File: src/rtl/sram_ctrl_pkg.sv
package sram_ctrl_pkg;

  typedef enum logic [2:0] {
    ST_IDLE  = 3'd0,
    ST_SETUP = 3'd1,
    ST_READ  = 3'd2,
    ST_WSTRB = 3'd3,
    ST_WREC  = 3'd4,
    ST_DONE  = 3'd5
  } ctl_state_t;

  // whole clock periods covering a span in nanoseconds
  function automatic int cycles_ceil(input int span_ns, input int period_ns);
    if (span_ns <= 0) return 0;
    return (span_ns + period_ns - 1) / period_ns;
  endfunction

  function automatic int max_int(input int a, input int b);
    return (a > b) ? a : b;
  endfunction

  function automatic int at_least_one(input int v);
    return (v < 1) ? 1 : v;
  endfunction

  // width needed to hold values 0..v
  function automatic int count_width(input int v);
    int w;
    w = 1;
    while ((1 << w) <= v) w++;
    return w;
  endfunction

endpackage

File: src/rtl/sram_phase_timer.sv
module sram_phase_timer #(
  parameter int CNT_W = 3
) (
  input  logic             clk,
  input  logic             rst_n,
  input  logic             load,
  input  logic [CNT_W-1:0] load_val,
  output logic [CNT_W-1:0] remain,
  output logic             last
);

  logic [CNT_W-1:0] cnt_q;

  always_ff @(posedge clk or negedge rst_n) begin
    if (!rst_n) begin
      cnt_q <= '0;
    end else if (load) begin
      cnt_q <= load_val;
    end else if (cnt_q != '0) begin
      cnt_q <= cnt_q - 1'b1;
    end
  end

  assign remain = cnt_q;
  assign last   = (cnt_q == '0);

endmodule

File: src/rtl/sram_req_capture.sv
module sram_req_capture #(
  parameter int ADDR_W = 14,
  parameter int DATA_W = 4
) (
  input  logic              clk,
  input  logic              rst_n,
  input  logic              take,
  input  logic              in_write,
  input  logic              in_keep_oe,
  input  logic [ADDR_W-1:0] in_addr,
  input  logic [DATA_W-1:0] in_wdata,
  output logic              cur_write,
  output logic              cur_keep_oe,
  output logic [ADDR_W-1:0] cur_addr,
  output logic [DATA_W-1:0] cur_wdata
);

  always_ff @(posedge clk or negedge rst_n) begin
    if (!rst_n) begin
      cur_write   <= 1'b0;
      cur_keep_oe <= 1'b0;
      cur_addr    <= '0;
      cur_wdata   <= '0;
    end else if (take) begin
      cur_write   <= in_write;
      cur_keep_oe <= in_keep_oe;
      cur_addr    <= in_addr;
      cur_wdata   <= in_wdata;
    end
  end

endmodule

File: src/rtl/sram_rd_latch.sv
module sram_rd_latch #(
  parameter int DATA_W = 4
) (
  input  logic              clk,
  input  logic              rst_n,
  input  logic              grab,
  input  logic [DATA_W-1:0] bus_in,
  output logic [DATA_W-1:0] word
);

  always_ff @(posedge clk or negedge rst_n) begin
    if (!rst_n) begin
      word <= '0;
    end else if (grab) begin
      word <= bus_in;
    end
  end

endmodule

File: src/rtl/sram_strobe_ctrl.sv
module sram_strobe_ctrl
  import sram_ctrl_pkg::*;
#(
  parameter int ADDR_W          = 14,
  parameter int DATA_W          = 4,
  parameter int CLK_PERIOD_NS   = 10,
  parameter int T_ADDR_SETUP_NS = 0,
  parameter int T_ACCESS_NS     = 45,
  parameter int T_WPULSE_NS     = 35,
  parameter int T_DSETUP_NS     = 20,
  parameter int T_BUS_OFF_NS    = 15,
  parameter int T_WCYCLE_NS     = 40,
  parameter int T_WREC_NS       = 0
) (
  input  logic              clk,
  input  logic              rst_n,
  input  logic              req_valid,
  output logic              req_ready,
  input  logic              req_write,
  input  logic              req_keep_oe,
  input  logic [ADDR_W-1:0] req_addr,
  input  logic [DATA_W-1:0] req_wdata,
  output logic              rsp_done,
  output logic [DATA_W-1:0] rsp_rdata,
  output logic              ram_cs_n,
  output logic              ram_we_n,
  output logic              ram_oe_n,
  output logic [ADDR_W-1:0] ram_addr,
  output logic [DATA_W-1:0] ram_dq_out,
  output logic              ram_dq_oe,
  input  logic [DATA_W-1:0] ram_dq_in
);

  // phase lengths in cycles
  localparam int SETUP_CYC   = at_least_one(cycles_ceil(T_ADDR_SETUP_NS, CLK_PERIOD_NS));
  localparam int ACC_CYC     = at_least_one(cycles_ceil(T_ACCESS_NS, CLK_PERIOD_NS));
  localparam int WP_PLAIN    = at_least_one(cycles_ceil(T_WPULSE_NS, CLK_PERIOD_NS));
  localparam int OFF_CYC     = cycles_ceil(T_BUS_OFF_NS, CLK_PERIOD_NS);
  localparam int DS_CYC      = at_least_one(cycles_ceil(T_DSETUP_NS, CLK_PERIOD_NS));
  localparam int WP_WIDE     = max_int(WP_PLAIN, OFF_CYC + DS_CYC);
  localparam int REC_CYC     = at_least_one(max_int(cycles_ceil(T_WREC_NS, CLK_PERIOD_NS),
                                   cycles_ceil(T_WCYCLE_NS, CLK_PERIOD_NS) - SETUP_CYC - WP_PLAIN));
  localparam int LONGEST     = max_int(max_int(SETUP_CYC, ACC_CYC), max_int(WP_WIDE, REC_CYC));
  localparam int CNT_W       = count_width(LONGEST);
  localparam int DRV_FROM    = WP_WIDE - OFF_CYC - 1;

  localparam logic [CNT_W-1:0] SETUP_LD = CNT_W'(SETUP_CYC - 1);
  localparam logic [CNT_W-1:0] ACC_LD   = CNT_W'(ACC_CYC - 1);
  localparam logic [CNT_W-1:0] WPP_LD   = CNT_W'(WP_PLAIN - 1);
  localparam logic [CNT_W-1:0] WPW_LD   = CNT_W'(WP_WIDE - 1);
  localparam logic [CNT_W-1:0] REC_LD   = CNT_W'(REC_CYC - 1);
  localparam logic [CNT_W-1:0] DRV_LIM  = CNT_W'(DRV_FROM);

  ctl_state_t state_q, state_d;

  // named internal events
  logic             accept_evt;
  logic             capture_evt;
  logic             strobe_end_evt;
  logic             rec_first;
  logic             phase_last;
  logic             t_load;
  logic [CNT_W-1:0] t_val;
  logic [CNT_W-1:0] t_remain;

  logic              cur_write, cur_keep_oe;
  logic [ADDR_W-1:0] cur_addr;
  logic [DATA_W-1:0] cur_wdata;

  assign req_ready      = (state_q == ST_IDLE);
  assign accept_evt     = req_ready && req_valid;
  assign capture_evt    = (state_q == ST_READ) && phase_last;
  assign strobe_end_evt = (state_q == ST_WSTRB) && phase_last;
  assign rec_first      = (state_q == ST_WREC) && (t_remain == REC_LD);

  sram_req_capture #(
    .ADDR_W (ADDR_W),
    .DATA_W (DATA_W)
  ) u_req (
    .clk         (clk),
    .rst_n       (rst_n),
    .take        (accept_evt),
    .in_write    (req_write),
    .in_keep_oe  (req_keep_oe),
    .in_addr     (req_addr),
    .in_wdata    (req_wdata),
    .cur_write   (cur_write),
    .cur_keep_oe (cur_keep_oe),
    .cur_addr    (cur_addr),
    .cur_wdata   (cur_wdata)
  );

  sram_phase_timer #(
    .CNT_W (CNT_W)
  ) u_timer (
    .clk      (clk),
    .rst_n    (rst_n),
    .load     (t_load),
    .load_val (t_val),
    .remain   (t_remain),
    .last     (phase_last)
  );

  sram_rd_latch #(
    .DATA_W (DATA_W)
  ) u_rd (
    .clk    (clk),
    .rst_n  (rst_n),
    .grab   (capture_evt),
    .bus_in (ram_dq_in),
    .word   (rsp_rdata)
  );

  always_comb begin
    state_d = state_q;
    t_load  = 1'b0;
    t_val   = '0;
    unique case (state_q)
      ST_IDLE: begin
        if (accept_evt) begin
          state_d = ST_SETUP;
          t_load  = 1'b1;
          t_val   = SETUP_LD;
        end
      end
      ST_SETUP: begin
        if (phase_last) begin
          t_load = 1'b1;
          if (cur_write) begin
            state_d = ST_WSTRB;
            t_val   = cur_keep_oe ? WPW_LD : WPP_LD;
          end else begin
            state_d = ST_READ;
            t_val   = ACC_LD;
          end
        end
      end
      ST_READ: begin
        if (phase_last) state_d = ST_DONE;
      end
      ST_WSTRB: begin
        if (phase_last) begin
          state_d = ST_WREC;
          t_load  = 1'b1;
          t_val   = REC_LD;
        end
      end
      ST_WREC: begin
        if (phase_last) state_d = ST_DONE;
      end
      ST_DONE: state_d = ST_IDLE;
      default: state_d = ST_IDLE;
    endcase
  end

  always_ff @(posedge clk or negedge rst_n) begin
    if (!rst_n) state_q <= ST_IDLE;
    else        state_q <= state_d;
  end

  logic in_strobe, in_read, strobe_drive;

  assign in_strobe    = (state_q == ST_WSTRB);
  assign in_read      = (state_q == ST_READ);
  assign strobe_drive = in_strobe && (!cur_keep_oe || (t_remain <= DRV_LIM));

  assign rsp_done   = (state_q == ST_DONE);
  assign ram_cs_n   = !(in_read || in_strobe);
  assign ram_we_n   = !in_strobe;
  assign ram_oe_n   = !(in_read || (in_strobe && cur_keep_oe));
  assign ram_addr   = cur_addr;
  assign ram_dq_out = cur_wdata;
  assign ram_dq_oe  = strobe_drive || rec_first;

endmodule

File: config.mk
export PLATFORM = sky130hd
export DESIGN_NAME = sram_strobe_ctrl
export DESIGN_NICKNAME = d
export VERILOG_FILES = /design/src/rtl/sram_ctrl_pkg.sv /design/src/rtl/sram_phase_timer.sv /design/src/rtl/sram_req_capture.sv /design/src/rtl/sram_rd_latch.sv /design/src/rtl/sram_strobe_ctrl.sv
export SDC_FILE = /design/constraint.sdc
export NUM_CORES = 1
export LEC_CHECK = 0
export BUFFER_PORTS_ARGS = -buffer_cell sky130_fd_sc_hd__clkbuf_2
export CORE_ASPECT_RATIO = 1.1
export CORE_MARGIN = 3
export CORE_UTILIZATION = 53
export CTS_BUF_LIST = sky130_fd_sc_hd__clkbuf_2
export DETAILED_ROUTE_END_ITERATION = 6
export GPL_ROUTABILITY_DRIVEN = 0
export HOLD_SLACK_MARGIN = 0.03
export MAX_ROUTING_LAYER = met4
export PLACE_DENSITY_LB_ADDON = 0.2
export SYNTH_ARGS = -nofsm -noshare
export SYNTH_HDL_FRONTEND = slang
export SYNTH_SLANG_ARGS = --single-unit
File: constraint.sdc
create_clock -name clk -period 2.3 [get_ports clk]
set_input_delay 0.115 -clock clk [delete_from_list [all_inputs] [get_ports clk]]
set_output_delay 0.115 -clock clk [all_outputs]
set_load 0.1 [all_outputs]
==> metrics.md <==
| Metric | Value |
|---|---|
| Unique cell type count in the Yosys netlist | 31 |
| DRT antenna net count | 0 |
| Register bit total from synthesis | 30 |
| Gate Count Post-Synth | 100 |
| Die ar. | 0.00327 mm2 |
| CTS tree | yes |
| Die width | approximately 55 um |
| Sink Count | 30 |
| Max-Cap Viols | 0 |
| DIE HEIGHT | 59.7 um |
| Sequential share of the synthesized area | 0.540 |
| Finished Core Util | 0.831 |
| Final min period | 2.03 ns |
| Final Cycle Share | 0.881 |
| CP peak stage delay | 0.47 ns |
| Largest family of logic cells by synthesized area | multiplexers |
| Worst path depth | 6 |
| Adder-Cell Fraction of Synth Area | 0.0270 |
| Crit Path Class | register to output port |
| Hold Path Stages | 4 |
| N_diodes | 0 |
| Routed WL per cell | between 15 and 20 um |
| Number of H-tree levels | 2 |
| DR top layer | met4 |
| Endpoints failing hold | 0 |
| Post-synth EDFFs | 0 |
| Met2 Routed Length | 1860 um |
| Nets | 212 |
| Met1 WL | about 1300 um |
| GRT Overall Usage | 0.254 |
| R2r worst-path depth | 3 |
| FF+latch area | 751 um2 |
| IO buf count | 54 |
| Fmax achieved | 493 MHz |
| # rows | 18 |
| Synth cell count leaders | 30 x dfrtp_1, 24 x mux2_2, 4 x buf_6, 4 x inv_1 |
| Compound-cell area share of the yosys netlist | 0.0513 |
| Syn avg cell area | 13.9 um2 |
| Critical Path Slowest Stage Cell | dfrtp_1 |
| First-pass GRT wire length | about 5500 um |
| Setup Skew | 0.0159 ns |
| Io pins | 55 |
| Met3 Routed Length | 173 um |
| Total setup buffers inserted after CTS | 0 |
| Ys Warns | 0 |
| Synth Area in XOR/XNOR | 0.00630 |
| Multi-input logic area | 578 um2 |
| Mux cell area share after synthesis | 0.216 |
| Min-Delay Path Class | input port to register |
| Initial Util | 0.588 |
| Critical path cell sequence | inv_1 -> ha_1 -> nor2b_2 -> nand3_1 -> o21ai_2 -> buf_4 |
| Vias in the first global route | approximately 1100 |
| Routed WL | 3360 um |
| Vias/cell | 5.09 |
| Max-Slew Margin vs Limit | 0.522 |
| Yosys top cell area share | 0.540 |
| Remaining Overflow, GRT | 0 |
| Num CTS Buffers | 5 |
| Remaining DRCs | 0 |
| DP Wirelength | approximately 2100 um |
| Top delay family on crit path | flip-flops |
| Synth Flop Type | dfrtp_1 |
| Filler cell count in the final layout | approximately 130 |
| Type of origin of the critical path | register |
| Crit Path Max Fanout | 5 |
| Most frequent cell after synthesis | dfrtp_1 |
| Share of cells above drive strength 1 | 0.525 |
| Cell area after synthesis | 0.00139 mm2 |
| Worst-margin pin slew | a little over 0.7 ns |
| Initial antenna violation count | 0 |
| Simple-gate share of the synthesized area | 0.107 |
| First-pass DRT Iterations | 4 |
| Largest net degree at the start of global routing | 31 |
| DRT iter0 DRCs | 13 |
| Unrepaired setup endpoints after global routing | no |
| FFs w/ async S/R, synth | 1.00 |
| Crit end category | output port |
| Max clock buf depth | 2 |
| Via total after detailed routing | 1085 |
| CP arrival | ~1.9 ns |
| Layout area overhead | 41.4% |
| Core Footprint | 0.00236 mm2 |
| Crit path required time | approximately 2.2 ns |
| Area contributors post-synth | dfrtp_1 54%, mux2_2 19%, buf_6 3.2% |
| Cell taking the most area after synthesis | dfrtp_1 |
| Final setup violation count | 0 |
| Final-report max-slew violation count | 0 |
| CTS root buf | clkbuf_2 |
| CTS clock-pin slew for the worst setup and hold paths | approximately 0.15 ns |
| Status | finished, final reports clean |
| Worst-skew pair later-pin latency | about 0.36 ns |
| Syn_nets | 130 |
| Buffer and inverter count on the worst path | 2 |
## path summary, 6_finish.rpt
kind | end | slack (ns) | startpoint
min reg2reg | u_rd.word[0] | 0.53 | u_rd.word[0]
max | ram_dq_oe | 0.27 | u_timer.remain[0]
min in group asynchronous | state_q[1] | 0.31 | rst_n
max in group asynchronous | u_req.cur_addr[0] | 1.53 | rst_n
max reg2reg | u_req.cur_write | 0.64 | state_q[1]
min | state_q[0] | 0.21 | req_valid
## worst min-delay path: stages
cell and delay, ns:
clkbuf_2 0.10, mux2i_1 0.10, or3_1 0.11, o211ai_1 0.10
## cells by family after synthesis
family / after synthesis
AO/OA/AOI/OAI: 9
flip-flops: 30
adder cells (fa/ha/maj): 3
multiplexers: 27
XOR/XNOR: 1
AND/OR/NAND/NOR: 20
buffers and inverters: 10
## repair_timing
item	4_1_cts	5_1_grt
hold endpoints to repair	54	0
setup endpoints to repair	0	1
resized for setup	0	1
hold buffers	25	0
## placed cells by master, fill, tap and decap left out
| cell type | Yosys | final |
|---|---|---|
| a211o_1 | 2 | 2 |
| a22o_1 | 1 | 1 |
| and2_1 | 1 | 1 |
| and2b_1 | 1 | 1 |
| and3_1 | 1 | 1 |
| buf_4 | 1 | 3 |
| clkbuf_2 | 0 | 58 |
| clkinv_2 | 0 | 1 |
| clkinv_4 | 0 | 1 |
| clkinvlp_4 | 0 | 1 |
| dfrtp_1 | 30 | 30 |
| dlygate4sd3_1 | 0 | 25 |
| ha_1 | 3 | 3 |
| inv_1 | 4 | 4 |
| mux2_2 | 24 | 24 |
| mux2i_1 | 3 | 3 |
| nand2_1 | 2 | 2 |
| nand2b_1 | 1 | 1 |
| nand3_1 | 1 | 1 |
| nand3b_1 | 1 | 1 |
| nor2_1 | 2 | 2 |
| nor2b_1 | 3 | 2 |
| nor2b_2 | 0 | 1 |
| nor3_2 | 2 | 3 |
| nor3b_2 | 1 | 1 |
| nor4b_4 | 1 | 1 |
| o211a_1 | 1 | 1 |
| o211ai_1 | 1 | 1 |
| o21ai_1 | 0 | 1 |
| o21ai_2 | 0 | 1 |
| o311a_1 | 1 | 1 |
| o31ai_1 | 1 | 1 |
| or3_1 | 1 | 1 |
| or3b_2 | 1 | 1 |
| xnor2_1 | 1 | 1 |
## layout make-up
cell class              count  area share
well taps                  30      0.0191
clock inverters             3      0.0108
flip-flops and latches     30       0.382
inverters                   4     0.00764
clock buffers               5      0.0127
repair buffers             81       0.274
multi-input cells          60       0.294
## through the flow
stage                     setup WS (ns)  cell area [um2]  setup TNS [ns]  hold WS [ns]  std cells
after floorplan                  -0.233             1400          -0.233        -0.181        100
after global placement            0.681             1670               0         0.195        180
after detailed placement          0.585             1670               0         0.204        180
after CTS                         0.152             1960               0         0.201        213
after global routing              0.103             1970               0         0.239        213
final                             0.274             1970               0         0.214        213
## sequential cells by signal (all words and copies together), names as in the netlist
name and count:
u_req.cur_wdata 4, state_q 3, u_req.cur_keep_oe 1, u_timer.remain 3, u_rd.word 4, u_req.cur_addr 14, u_req.cur_write 1
## per-layer routing
layer | track usage | up-vias
li1 | - | 515
met1 | 0.297 | 523
met2 | 0.405 | 39
met3 | 0.0823 | 8
met4 | 0.0854 | 0
met5 | - | -
Power is not shown: default switching activity piles up to over one toggle a cycle in this logic, so the estimate is an artifact.
